$ cat config.mk
export PLATFORM = sky130hd
export DESIGN_NAME = wdt_guard
export DESIGN_NICKNAME = d
export VERILOG_FILES = /design/src/rtl/wdt_pkg.sv /design/src/rtl/wdt_unlock.sv /design/src/rtl/wdt_count.sv /design/src/rtl/wdt_guard.sv
export SDC_FILE = /design/constraint.sdc
export NUM_CORES = 1
export LEC_CHECK = 0
export ABC_CLOCK_PERIOD_IN_PS = 2460
export BUFFER_PORTS_ARGS = -buffer_cell sky130_fd_sc_hd__buf_2
export CORE_UTILIZATION = 53
export CTS_BUF_LIST = sky130_fd_sc_hd__clkbuf_8
export CTS_CLUSTER_SIZE = 30
export DETAILED_ROUTE_END_ITERATION = 6
export HOLD_SLACK_MARGIN = 0.15
export MAX_ROUTING_LAYER = met4
export PLACE_DENSITY = 0.84
export SLEW_MARGIN = 5
export SYNTH_ARGS = -nofsm -noshare
export SYNTH_HDL_FRONTEND = slang
export SYNTH_SLANG_ARGS = --single-unit
$ cat constraint.sdc
create_clock -name clk -period 2.46 [get_ports clk]
set_clock_uncertainty 0.1 [all_clocks]
set_input_delay 0.369 -clock clk [delete_from_list [all_inputs] [get_ports clk]]
set_output_delay 0.369 -clock clk [all_outputs]
set_load 0.005 [all_outputs]
$ cat src/rtl/wdt_pkg.sv
package wdt_pkg;
  localparam int CR_W    = 8;
  localparam int SEL_W   = 4;
  localparam int B_EN    = 3;
  localparam int B_KEY   = 4;
  localparam int B_SEL3  = 5;
  localparam int B_IE    = 6;
  localparam int ST_FLAG = 3;

  typedef struct packed {
    logic             ie;
    logic             en;
    logic [SEL_W-1:0] sel;
  } wdt_cfg_t;

  function automatic logic [SEL_W-1:0] sel_of(input logic [CR_W-1:0] v);
    return {v[B_SEL3], v[2:0]};
  endfunction

  function automatic logic [CR_W-1:0] cr_pack(input wdt_cfg_t c);
    logic [CR_W-1:0] r;
    r          = '0;
    r[2:0]     = c.sel[2:0];
    r[B_EN]    = c.en;
    r[B_SEL3]  = c.sel[3];
    r[B_IE]    = c.ie;
    return r;
  endfunction
endpackage

$ cat src/rtl/wdt_unlock.sv
module wdt_unlock #(
  parameter int WINDOW = 4
) (
  input  logic clk,
  input  logic rst,
  input  logic wr,
  input  logic key,
  output logic win_open
);
  localparam int LW = $clog2(WINDOW + 1);

  logic [LW-1:0] left;

  always_ff @(posedge clk) begin
    if (rst)               left <= '0;
    else if (wr && key)    left <= LW'(WINDOW);
    else if (left != '0)   left <= left - 1'b1;
  end

  assign win_open = (left != '0);
endmodule

$ cat src/rtl/wdt_count.sv
module wdt_count #(
  parameter int BASE_LOG2 = 11,
  parameter int SEL_W     = 4
) (
  input  logic             clk,
  input  logic             rst,
  input  logic             run,
  input  logic             clear,
  input  logic             tick,
  input  logic [SEL_W-1:0] sel,
  output logic             expire
);
  localparam int CNT_W = BASE_LOG2 + (1 << SEL_W);

  logic [CNT_W-1:0] cnt;
  logic [CNT_W-1:0] limit;

  assign limit  = (CNT_W'(1) << (BASE_LOG2 + int'(sel))) - 1'b1;
  assign expire = run && tick && !clear && (cnt >= limit);

  always_ff @(posedge clk) begin
    if (rst || clear || !run) cnt <= '0;
    else if (tick)            cnt <= expire ? '0 : cnt + 1'b1;
  end
endmodule

$ cat src/rtl/wdt_guard.sv
module wdt_guard #(
  parameter int BASE_LOG2     = 11,
  parameter int UNLOCK_CYCLES = 4
) (
  input  logic       clk,
  input  logic       rst,
  input  logic       slow_tick,
  input  logic       restart,
  input  logic       cfg_we,
  input  logic [7:0] cfg_wdata,
  output logic [7:0] cfg_rdata,
  input  logic       sts_we,
  input  logic [7:0] sts_wdata,
  output logic [7:0] sts_rdata,
  output logic       irq,
  output logic       sys_rst
);
  import wdt_pkg::*;

  wdt_cfg_t cfg;
  logic     flag;
  logic     win_open;
  logic     accept;
  logic     expire;
  logic     fire_rst;
  logic     fire_irq;

  wdt_unlock #(.WINDOW(UNLOCK_CYCLES)) u_unlock (
    .clk      (clk),
    .rst      (rst),
    .wr       (cfg_we),
    .key      (cfg_wdata[B_KEY] && cfg_wdata[B_EN]),
    .win_open (win_open)
  );

  assign accept = cfg_we && win_open;

  wdt_count #(.BASE_LOG2(BASE_LOG2), .SEL_W(SEL_W)) u_count (
    .clk    (clk),
    .rst    (rst),
    .run    (cfg.en || cfg.ie),
    .clear  (restart || accept),
    .tick   (slow_tick),
    .sel    (cfg.sel),
    .expire (expire)
  );

  assign fire_irq = expire && cfg.ie;
  assign fire_rst = expire && !cfg.ie && cfg.en;

  always_ff @(posedge clk) begin
    if (rst) begin
      cfg <= '0;
    end else begin
      if (cfg_we) cfg.ie <= cfg_wdata[B_IE];
      if (accept) begin
        cfg.en  <= cfg_wdata[B_EN];
        cfg.sel <= sel_of(cfg_wdata);
      end
      if (fire_irq) cfg.ie <= 1'b0;
    end
  end

  always_ff @(posedge clk) begin
    if (rst) begin
      irq     <= 1'b0;
      sys_rst <= 1'b0;
      flag    <= 1'b0;
    end else begin
      irq     <= fire_irq;
      sys_rst <= fire_rst;
      if (fire_rst)                         flag <= 1'b1;
      else if (sts_we && !sts_wdata[ST_FLAG]) flag <= 1'b0;
    end
  end

  assign cfg_rdata = cr_pack(cfg);
  assign sts_rdata = 8'(flag) << ST_FLAG;
endmodule

; ---- After elaboration in Yosys (flattened, before gate mapping)
; Index checks and enable logic that the tools add are counted.
[word_totals]
ff_bits = 39
latch_bits = 0
ram_bits = 0
rom_bits = 0
input_bits = 22
output_inout_bits = 18
word_cells = 43
n_memories = 0
[classes]
addsub = 4
multipliers = 0
n_div = 0
order_cmp = 1
n_eq_ne = 0
n_shift = 1
n_mux = 5
bitwise_logic = 0
n_reduce_logical = 23
[op_table]
columns = op, n
row1 = << shifter 1 x 32 -> 27 bit (first input constant), 1
row2 = adder 27 x 1 -> 27 bit (second input constant), 1
row3 = >= comparator 27 bit, 1
row4 = two-way mux 27 bit, 1
row5 = subtractor 27 x 1 -> 27 bit (second input constant), 1
row6 = logical AND 1 bit, 10
row7 = two-way mux 3 bit, 2
row8 = adder 4 x 4 -> 5 bit (first input constant), 1
row9 = logical NOT 1 bit, 4
row10 = logical OR 1 bit, 4
row11 = nonzero test 2 bit, 2
row12 = OR reduction 2 bit, 2
row13 = nonzero test 3 bit, 1
row14 = subtractor 3 x 1 -> 3 bit (second input constant), 1
row15 = two-way mux 1 bit, 2

; ---- Longest topological paths before layout
; Gate-level depths: netlist (run 1).
[logic_depth]
word_depth = 9
mapped_depth = 13
mapped_depth_nobuf = 12

; ---- Hierarchy
; From an unflattened synthesis (run 1), not the netlist that was laid out.
[hier_totals]
hier_cells = 320
hier_area_um2 = 2831.5
[by_module_without_submodules]
columns = module, instances, cells_per_inst, area_each_um2, seq_area_each_um2
row1 = wdt_count, 1, 253, 2189.6, 540.5
row2 = wdt_guard, 1, 48, 467.9, 180.2
row3 = wdt_unlock, 1, 19, 173.9, 60.1

; ---- Least setup slack after synthesis (run 1)
; OpenSTA, ideal clock, no wires.
[synth_timing]
path_type = register to register
from = reg cfg_rdata[5] (netlist name)
to = reg u_count.cnt[1]
setup_time_ns = 0.116
t_arrival_ns = 2.483
required_time_ns = 2.244
slack_ns = -0.239
stages_incl_launch_ff = 11
path_buffers = 2
synth_period_minus_slack_ns = 2.699
cell_sequence = dfxtp_1 > clkbuf_1 > buf_1 > a21oi_1 > ha_1 > and4_1 > nor4bb_1 > inv_1 > o32a_2 > o21a_1 > a41o_1
[synth_via]
elab_chain_len = 6
[synth_rtl]
columns = item, line_no
row1 = adder 4 x 4 -> 5 bit, wdt_count.sv:18  ; assign limit = (CNT_W'(1) << (BASE_LOG2 + int'(sel))) - 1'b1;
row2 = << shifter 1 x 32 -> 27 bit, wdt_count.sv:18
row3 = subtractor 27 x 1 -> 27 bit, wdt_count.sv:18
row4 = >= comparator 27 bit, wdt_count.sv:19  ; assign expire = run && tick && !clear && (cnt >= limit);
row5 = logical AND 1 bit, wdt_count.sv:19
row6 = two-way mux 27 bit, wdt_count.sv:23  ; else if (tick) cnt <= expire ? '0 : cnt + 1'b1;
row7 = to (signal assigned), wdt_count.sv:23
row8 = to (decl), wdt_count.sv:15  ; logic [CNT_W-1:0] cnt;
; No other way between the ends.
; A chain may end at the register's enable or synchronous reset.

; ---- Final worst setup path (run 1)
[layout_timing]
from = reg cfg_rdata[5] (netlist name)
to = reg u_count.cnt[20]
[layout_via]
elab_chain_len = 6
[layout_rtl]
columns = item, line_no
row1 = adder 4 x 4 -> 5 bit, wdt_count.sv:18
row2 = << shifter 1 x 32 -> 27 bit, wdt_count.sv:18
row3 = subtractor 27 x 1 -> 27 bit, wdt_count.sv:18
row4 = >= comparator 27 bit, wdt_count.sv:19
row5 = logical AND 1 bit, wdt_count.sv:19
row6 = two-way mux 27 bit, wdt_count.sv:23
; No other way between the ends.

==> results of run 1 <==
## flip-flops by register name, indices dropped and copies added (netlist names)
register / cells
cfg_rdata: 6
flag: 1
u_count.cnt: 27
sys_rst: 1
irq: 1
u_unlock.left: 3
## how the worst max path moves through the flow
stage,endpoint,from,slack [ns],cells past startpoint
floorplan,u_count.cnt[1],cfg_rdata[1],0.002,10
global placement,u_count.cnt[16],cfg_rdata[5],-0.33,9
detailed placement,u_count.cnt[14],cfg_rdata[5],-0.47,9
CTS,u_count.cnt[1],cfg_rdata[2],-0.33,10
global route,u_count.cnt[17],cfg_rdata[1],-0.37,11
finish,u_count.cnt[20],cfg_rdata[5],-0.25,10
## cell usage in the layout, fill, tap and decap left out, types with 16 or more instances in the layout
cell	n
ha_1	30
dfxtp_1	36
buf_4	33
xnor2_1	16
conb_1	16
nor2_1	42
buf_2	22
nand2_1	28
a21oi_1	18
nand3_1	19
inv_1	18
## routing by layer
layer / up-vias / wire length, µm / global-route usage (%)
li1: 1234 / - / -
met1: 1223 / 2930 / 29.2
met2: 93 / 3530 / 42.0
met3: 15 / 424 / 6.94
met4: 0 / 166 / 11.3
met5: - / 0 / -
## through the flow
| stage | hold slack [ns] | cell area, µm² | setup TNS (ns) | utilization, % | worst slack (ns) |
|---|---|---|---|---|---|
| 2_1_floorplan | 0.352 | 2710 | 0 | - | 0.00183 |
| 3_3_place_gp | 0.369 | 2950 | -9.17 | 61.9 | -0.329 |
| 3_5_place_dp | 0.376 | 2950 | -12.92 | 61.9 | -0.472 |
| 4_1_cts | 0.211 | 3110 | -8.75 | 65.3 | -0.332 |
| 5_1_grt | 0.220 | 3300 | -9.69 | 69.5 | -0.372 |
| 6_report | 0.221 | 3300 | -6.01 | 69.5 | -0.248 |
## power groups by stage
stage               sequential [mW]  clock [mW]  combinational, mW
floorplan                     0.709           0              0.372
global placement              0.719           0              0.476
detailed placement            0.720           0              0.501
finish                        0.708       0.442              0.661
CTS                           0.707       0.432              0.559
global route                  0.714       0.466              0.716
## cell type report
cell class,instances,area (µm²),area share (%)
Multi-Input combinational cell,263,1860,56.2
Clock inverter,3,12.5,0.379
Inverter,16,60.1,1.82
Sequential cell,39,787,23.8
Tap cell,67,83.8,2.54
Timing Repair Buffer,61,434,13.1
Clock buffer,5,68.8,2.08
## kinds of logic after synthesis
| group | share of synthesized area, % |
|---|---|
| and+or+nand+nor | 24.8 |
| AOI/OAI and AO/OA | 12.6 |
| DFF | 29.6 |
| buffers and inverters | 7.69 |
| adders and majority gates | 14.7 |
| xor gates and xnor gates | 8.64 |
| muxes | 1.57 |
| other | 0.285 |
## worst min-delay path: cells and delay by family
family                 cells  cell delay, ns
and+or+nand+nor            1            0.06
AOI/OAI and AO/OA          1            0.06
buffers and inverters      1            0.09
## timing repair
item | CTS | global route
gates cloned | 1 | 2
pin swaps | 10 | 37
gates resized for setup | 9 | 20
endpoints found under the setup margin | 31 | 31
buffers inserted | 4 | 9
==> summary.md, run 1 <==
| Metric | Value |
|---|---|
| Status | complete, but fails checks |
| Failing checks | negative setup slack |
| Max incr delay on CP | 0.40 ns |
| Count of hold-fix buffers inserted at cts | 0 |
| DR iter-0 viols | 174 |
| Die W | 72.5 µm |
| Worst hold path depth | 3 |
| CP Capture Type | flop |
| Die ar. | 5260 µm² |
| Crit-path max FO | 12 |
| Fin cells | 454 |
| Power Density | 548 nW/µm² |
| Startpoint Class | flop |
| Post-synth EDFFs | 0 |
| VDD IR max | 0.567 mV |
| Detail Route Antenna Nets | 0 |
| R2R Setup Slk | -0.25 ns |
| Clock Latency Late Sink | 0.30 ns |
| Global-route usage over all layers | 25.6% |
| Hold worst-path end | cfg_rdata[5] |
| Measured slew at the worst slew-check pin | 1.05 ns |
| IO Pins | 40 |
| Starting Density | 55.4% |
| Synth cell count leaders | nor2_1, dfxtp_1, ha_1, nand2_1, nand3_1 |
| FP Rows | 25 |
| Slew HR | 29.6% |
| Crit path required time | 2.59 ns |
| Switch share | 33.6% |
| # setup viols final | 31 |
| Routed WL | 7050 µm |
| Worst flop-to-flop path startpoint | cfg_rdata[5] |
| Slew Limit Fails | 0 |
| Crit path cell chain | nor3_4, mux2i_2, ha_1, and4_4, nor4bb_4, a221o_1, o21bai_4, buf_6, o211ai_4, nor2_1 |
| Clk buf depth | 2 |
| Clk root buf | clkbuf_8 |
| Post-DR wirelength/cell | 15.5 µm |
| CP Class | reg2reg |
| Total core area | 4750 µm² |
| Max-cap viol count | 0 |
| CTS sink count | 39 |
| Fin crit share | 110% |
| Worst hold start | cfg_wdata[5] |
| Yosys top cell by area | dfxtp_1 |
| Worst path slowest cell | dfxtp_4 |
| Overall power | 1.81 mW |
| TritonCTS Buffers | 5 |
| Mean area per synthesized cell | 8.13 µm² |
| Proportion of power drawn by the clock network | 24.4% |
| Worst reg-to-reg path cell count | 10 |
| Antenna violations before repair | 0 |
| Reg clk slew, reported paths | 0.09 ns |
| Largest net degree at the start of global routing | 16 |
| Synth area leaders | dfxtp_1, ha_1, nor2_1 |
| RSZ-0062 raised after global routing | true |
| Min-Delay Path Class | in2reg |
| Asr flop ratio synth | 0% |
| Via/cell ratio | 5.65 |
| Flops & latches, synth | 39 |
| Reg-to-Reg End | u_count.cnt[20] |
| Internal power | 1.20 mW |
| Post-route DRC | 0 |
| Fin worst setup slack | -0.248 ns |
| Area grow syn2layout | 25.4% |
| Post-synthesis cell count | 324 |
| Final net count | 439 |
| Warnings from Yosys | 0 |
| Arr. time, crit path | 2.84 ns |
| Ant diodes | 0 |
| Layout cells sized above 1 | 23.8% |
| Port Buf Inserts | 22 |
| Fillers | 366 |
| Seq/Total Area, Yosys | 29.6% |
| Combinational share of power | 36.5% |
| Placed insts | 430 |
| Static leakage | 1.40 nW |
| Count leader, synth | nor2_1 |
| Via count | 2565 |
| Final hold viol count | 0 |
| Final HPWL from detailed placement | 4370 µm |
| Buf/Inv on CP | 1 |
| Number of global-route vias before repair | 2296 |
| Top_reg_cell synth | dfxtp_1 |
| Top delay family on crit path | compound AO/OA/AOI/OAI gates |
| Synth unique cells | 48 |
| Die Height | 72.5 µm |
| Reported net switching power | 608 µW |
| CTS tree | done |
| Flop pwr share | 39.1% |
| H-Tree Depth | 2 |
| Overflow after GRT | 0 |
| Tmin final | 2.71 ns |
| First-pass GRT wire length | 9930 µm |
| Mapped cell area | 2640 µm² |
| Post-synth top area share | 29.6% |
| GP Congestion | 0.817 |
| F_max | 369 MHz |
| DRT Pass-1 Iters | 4 |
(Power assumes the default switching activity.)
==> run 2: changes to the inputs <==
Settings changed: ABC_AREA set to 1, CORE_UTILIZATION 53 to 54, PLACE_DENSITY 0.84 to 0.75, TNS_END_PERCENT set to 5.
==> run 2 against run 1 <==
  * The run now ends clean
  * Utilization is 3.1 points lower
  * Register-to-register slack better by 0.27 ns
  * Synthesized cell count is 24% higher
  * Fmax is 11% higher
  * Flip-flop and latch count stayed put
  * Sequential share of layout area is 0.81 points lower
  * Wire length is 10% lower
  * Critical path depth is 10 higher
  * Worst setup slack better by 0.27 ns
  * Combinational power is 15% higher
  * Global-route usage is 0.88 points lower
  * Area after synthesis is 11% higher
  * Highest routed layer unchanged
==> summary.md, run 2 <==
| Metric | Value |
|---|---|
| Status | complete, no violations |
| Die W | 75.5 µm (+4.2%) |
| Reg clk slew, reported paths | 0.07 ns (-0.02 ns) |
| Tmin final | 2.43 ns (-0.275 ns) |
| CTS tree | done |
| Fin cells | 519 (+14%) |
| Crit path cell chain | nor2_4, inv_2, nor2_1, inv_1, nand2_2, nor2_2, xor2_1, ha_1, nand2_1, nand2_1, nand2_1, nand2_1, nand2_1, nand2_2, a21oi_2, nand3_2, nand2_4, nand2_8, clkbuf_16, nor2_1 |
| VDD IR max | 0.474 mV (-16%) |
| Top_reg_cell synth | dfxtp_1 |
| M1 WL | 2800 µm (-4.5%) |
| Fin worst setup slack | 0.0265 ns (+0.275 ns) |
| Die ar. | 5710 µm² (+8.5%) |
| Via/cell ratio | 5.07 (-10%) |
| TritonCTS Buffers | 5 (unchanged) |
| Pre-CTS setup slack | 0.0182 ns (+0.491 ns) |
| Antenna violations before repair | 0 (unchanged) |
| Seq/Total Area, Yosys | 26.7% (-2.9 points) |
| Final hold viol count | 0 (unchanged) |
| Startpoint Class | flop |
| Placed insts | 507 (+18%) |
| Top sig layer | met4 |
| Commonest non-fill, non-tap cell in the layout | nand2_1 |
| Largest net degree at the start of global routing | 26 (+10) |
| Synth area leaders | dfxtp_1, ha_1, nand2_1 |
| IO Pins | 40 (unchanged) |
| Crit-path max FO | 6 (-6) |
| Power Density | 577 nW/µm² (+5.3%) |
| Yosys top cell by area | dfxtp_1 |
| First-pass GRT wire length | 10400 µm (+4.2%) |
| Warnings from Yosys | 0 (unchanged) |
| Slew HR | 65.5% (+36 points) |
| Worst path slowest cell | dfxtp_4 |
| Number of global-route vias before repair | 2449 (+6.7%) |
| Met3 wire length | 272 µm (-36%) |
| Asr flop ratio synth | 0% (unchanged) |
| DR iter-0 viols | 119 (-32%) |
| Slew Limit Fails | 0 (unchanged) |
| CTS sink count | 39 (unchanged) |
| Clk buf depth | 2 (unchanged) |
| Mean area per synthesized cell | 7.25 µm² (-11%) |
| Clock Latency Late Sink | 0.29 ns (about the same) |
| Routed WL | 6320 µm (-10%) |
| Global-route usage over all layers | 24.7% (-0.88 points) |
| DRT Pass-1 Iters | 4 (unchanged) |
| FP Rows | 26 (+4.0%) |
| Biggest register | u_count.cnt |
| CP Class | reg2reg |
| Fin crit share | 98.9% (-11 points) |
| Port Buf Inserts | 22 (unchanged) |
| Layout cells sized above 1 | 23.8% (+0.058 points) |
| Flops & latches, synth | 39 (unchanged) |
| Most frequent cells in the layout | nand2_1, inv_1, dfxtp_1 |
| Clk root buf | clkbuf_8 |
| Max incr delay on CP | 0.36 ns (-0.04 ns) |
| Mapped cell area | 2920 µm² (+11%) |
| Synth cell count leaders | nand2_1, inv_1, nor2_1, dfxtp_1, ha_1 |
| WL met2 | 3160 µm (-11%) |
| Via count | 2629 (+2.5%) |
| Overflow after GRT | 0 (unchanged) |
| Count of hold-fix buffers inserted at cts | 0 (unchanged) |
| Crit path required time | 2.59 ns (about the same) |
| Area grow syn2layout | 17.7% |
| Final net count | 501 (+14%) |
| Die Height | 75.5 µm (+4.2%) |
| # setup viols final | 0 (-100%) |
| Buf/Inv on CP | 3 (+2) |
| Post-synth top area share | 26.7% (-2.9 points) |
| Arr. time, crit path | 2.56 ns (-0.28 ns) |
| Max reg flops | 27 (unchanged) |
| Max-cap viol count | 0 (unchanged) |
| Count leader, synth | nand2_1 |
| Static leakage | 1.66 nW (+19%) |
| Top delay family on crit path | simple AND/OR/NAND/NOR gates |
| Min-Delay Path Class | in2reg |
| RSZ-0062 raised after global routing | true |
| CP Capture Type | flop |
| Measured slew at the worst slew-check pin | 0.514 ns (-0.540 ns) |
| F_max | 411 MHz (+11%) |
| Total core area | 5170 µm² (+8.8%) |
| Most used cell, CP | nand2_1 |
| Final HPWL from detailed placement | 4770 µm (+9.2%) |
| GP Congestion | 0.837 (+2.5%) |
| Post-route DRC | 0 (unchanged) |
| Post-synth EDFFs | 0 (unchanged) |
| Ant diodes | 0 (unchanged) |
| Starting Density | 56.5% (+1.0 points) |
| Synth unique cells | 36 (-25%) |
| H-Tree Depth | 2 (unchanged) |
| Post-DR wirelength/cell | 12.2 µm (-22%) |
| Post-synthesis cell count | 403 (+24%) |
| Detail Route Antenna Nets | 0 (unchanged) |
run 2: cell types whose count changed in the layout (fill, tap and decap cells not counted), moves of 8 or more:
cell and change:
nor2_4 +8, xnor2_1 -10, nor2_2 +22, nor2_1 -11, buf_4 -19, nand2_1 +45
inv_1 +29
run 2: repair_timing:
action / in CTS / in global routing
buffers inserted: 0 / 1
resized for setup: 0 / 34
setup endpoints to repair: 0 / 31
run 2: final timing paths:
check                                       from                to  slack, ns  cells after the start
worst max register to register      cfg_rdata[1]   u_count.cnt[17]       0.03                     20
worst max-delay path                cfg_rdata[1]   u_count.cnt[17]       0.03                     20
worst min register to register  u_unlock.left[0]  u_unlock.left[0]       0.37                      2
worst min-delay path                cfg_wdata[0]      cfg_rdata[0]       0.21                      3
run 2: area by class of cell:
class,instances,area [µm²]
clock buffer,7,96.3
timing repair buffer,40,297
tap,70,87.6
inverter,50,188
clock inverter,1,3.75
sequential,39,791
multi-input combinational,312,1970
fill,448,1740
run 2: cell families after synthesis:
group,synth area share [%]
adder cells (fa/ha/maj),13.3
AO/OA/AOI/OAI,7.80
flip-flops,26.7
XOR/XNOR,6.90
AND/OR/NAND/NOR,34.4
other,0.257
buffers and inverters,10.6
run 2: through the flow:
| stage | hold slack [ns] | util [%] | power [mW] | setup TNS, ns | instance area (µm²) |
|---|---|---|---|---|---|
| after global placement | 0.350 | 61.2 | 1.41 | 0 | 3170 |
| after detailed placement | 0.358 | 61.2 | 1.43 | 0 | 3170 |
| after CTS | 0.207 | 63.2 | 1.90 | 0 | 3270 |
| after floorplan | 0.338 | - | 1.21 | 0 | 2970 |
| after global routing | 0.222 | 66.4 | 2.14 | -4.09 | 3440 |
| final | 0.215 | 66.4 | 1.98 | 0 | 3440 |
run 2: metal layers:
layer	track usage [%]	vias to the layer above
met5	-	-
met4	8.64	0
met3	5.03	9
met2	41.3	56
met1	29.5	1185
li1	-	1379
run 2: report_power, final:
group | internal, mW | switching (mW)
clock | 0.252 | 0.220
sequential | 0.692 | 0.0594
combinational | 0.332 | 0.428
run 2: worst min-delay path, stage by stage:
cell and delay [ns]:
buf_2 0.08, nor2_1 0.03, nor2_1 0.08
==> run 3: changes to the inputs <==
Settings changed: PLACE_DENSITY 0.75 to 0.79.
==> run 3 against run 2 <==
  * The run now ends with negative setup slack left
  * Power grew 2.8%
  * Combinational power shrank 1%
  * Design area shrank 0.91%
  * Utilization shrank 0.60 points
==> summary.md, run 3 (synthesis results as in run 2) <==
| Metric | Value |
|---|---|
| Via/cell ratio | 5.09 (+0.42%) |
| Port Buf Inserts | 22 (unchanged) |
| TritonCTS Buffers | 5 (unchanged) |
| FP Rows | 26 (unchanged) |
| Slew Limit Fails | 0 (unchanged) |
| Multi-input logic area | 1950 µm² (-1.1%) |
| Die W | 75.5 µm (unchanged) |
| Worst hold path depth | 3 (unchanged) |
| Biggest register | u_count.cnt |
| Worst reg-to-reg path cell count | 17 (-15%) |
| Power Density | 599 nW/µm² (+3.8%) |
| Fin crit share | 100% (+1.3 points) |
| Proportion of power drawn by the clock network | 26.6% (+2.8 points) |
| Area grow syn2layout | 16.6% |
| Clock Latency Late Sink | 0.30 ns (about the same) |
| Ant diodes | 0 (unchanged) |
| DR iter-0 viols | 157 (+32%) |
| Routed WL | 5920 µm (-6.2%) |
| Register area | 787 µm² (-0.47%) |
| Startpoint Class | flop |
| Post-DR wirelength/cell | 11.4 µm (-6.2%) |
| Number of global-route vias before repair | 2307 (-5.8%) |
| Static leakage | 1.65 nW (-0.65%) |
| Layout cells sized above 1 | 23.8% (unchanged) |
| Reg clk slew, reported paths | 0.08 ns (about the same) |
| Failing checks | negative setup slack |
| First-pass GRT wire length | 9910 µm (-4.3%) |
| Count of hold-fix buffers inserted at cts | 0 (unchanged) |
| H-Tree Depth | 2 (unchanged) |
| Clk root buf | clkbuf_8 |
| Status | complete, but fails checks |
| Starting Density | 56.5% (unchanged) |
| CP Capture Type | flop |
| Crit path required time | 2.60 ns (about the same) |
| CP Class | reg2reg |
| Most frequent cells in the layout | nand2_1, inv_1, dfxtp_1 |
| Arr. time, crit path | 2.61 ns (+0.05 ns) |
| Layout Utilization | 65.8% (-0.60 points) |
| Pre-CTS setup slack | 0.0413 ns (+0.0230 ns) |
| Fillers | 442 (-1.3%) |
| Clk buf depth | 2 (unchanged) |
| DRT Pass-1 Iters | 4 (unchanged) |
| VDD IR max | 0.531 mV (+12%) |
| Combinational share of power | 36.8% (-1.5 points) |
| GP Congestion | 0.849 (+1.4%) |
| Max reg flops | 27 (unchanged) |
| Fin worst setup slack | -0.00449 ns (-0.0309 ns) |
| RSZ-0062 raised after global routing | true |
| Die ar. | 5710 µm² (unchanged) |
| Die Height | 75.5 µm (unchanged) |
| Reported net switching power | 726 µW (+2.6%) |
| Tmin final | 2.46 ns (+0.0309 ns) |
| Flop pwr share | 36.6% (-1.3 points) |
| Switch share | 35.6% (-0.080 points) |
| Final hold viol count | 0 (unchanged) |
| Overflow after GRT | 0 (unchanged) |
| Detail Route Antenna Nets | 0 (unchanged) |
| IO Pins | 40 (unchanged) |
| Crit-path max FO | 8 (+2) |
| CTS sink count | 39 (unchanged) |
| Largest net degree at the start of global routing | 18 (-31%) |
| Final HPWL from detailed placement | 4670 µm (-2.1%) |
| Max-cap viol count | 0 (unchanged) |
| F_max | 406 MHz (-1.3%) |
| Global-route usage over all layers | 23.4% (-1.3 points) |
| Post-route DRC | 0 (unchanged) |
| CTS tree | done |
| Internal power | 1.31 mW (+3.0%) |
| Final net count | 501 (unchanged) |
| Total core area | 5170 µm² (unchanged) |
| Commonest non-fill, non-tap cell in the layout | nand2_1 |
| Antenna violations before repair | 0 (unchanged) |
| Via count | 2640 (+0.42%) |
| Min-Delay Path Class | in2reg |
| # setup viols final | 4 (+4) |
[run 3: final timing paths]
| kind | startpoint | end | slack [ns] |
|---|---|---|---|
| hold / removal | cfg_wdata[0] | cfg_rdata[0] | 0.20 |
| setup reg to reg | cfg_rdata[1] | u_count.cnt[17] | -0.004 |
| hold reg to reg | u_unlock.left[1] | u_unlock.left[1] | 0.37 |
| setup / recovery | cfg_rdata[1] | u_count.cnt[17] | -0.004 |
[run 3: stage by stage]
step	area, µm²	std cells	setup TNS (ns)	hold slack [ns]	total power [mW]
final	3410	519	-0.00845	0.200	2.04
after global placement	3170	507	0	0.350	1.39
after global routing	3410	519	-3.78	0.216	2.19
after detailed placement	3170	507	0	0.358	1.42
after CTS	3280	515	0	0.191	1.97
after floorplan	2970	417	0	0.338	1.21
[run 3: cell type report]
cell class / instances / share of cell area (%)
multi-input cells: 312 / 57.3
clock buffers: 5 / 2.02
flip-flops and latches: 39 / 23.1
clock inverters: 3 / 1.29
well taps: 70 / 2.57
repair buffers: 40 / 8.19
inverters: 50 / 5.51
[run 3: layer usage]
layer | global-route usage [%] | routed length [µm] | vias up
met4 | 8.23 | 123 | 0
li1 | - | - | 1373
met3 | 4.37 | 164 | 13
met1 | 29.2 | 2780 | 1203
met5 | - | 0 | -
met2 | 38.0 | 2850 | 51
[run 3: power groups by stage]
stage / clock network (mW) / registers (mW) / logic, mW
after floorplan: 0 / 0.737 / 0.473
after global placement: 0 / 0.742 / 0.650
after detailed placement: 0 / 0.746 / 0.677
after CTS: 0.554 / 0.731 / 0.681
after global routing: 0.579 / 0.753 / 0.858
final: 0.543 / 0.746 / 0.751
[run 3: what timing repair did]
action	CTS	global route
resized for setup	0	29
setup buffers	0	3
endpoints found under the setup margin	0	31
[run 3: worst max-delay path: stages, from the launching register on]
cell       delay (ns)
dfxtp_4          0.37
nor2_4           0.12
inv_2            0.05
nor2_2           0.12
inv_2            0.05
nand2_2          0.06
nor2_2           0.04
xor2_1           0.14
ha_1             0.31
buf_4            0.14
nand4_1          0.13
inv_1            0.07
a21oi_2          0.15
nand3_2          0.12
nand2_4          0.11
nand2_8          0.07
clkbuf_16        0.17
nor2_1           0.07
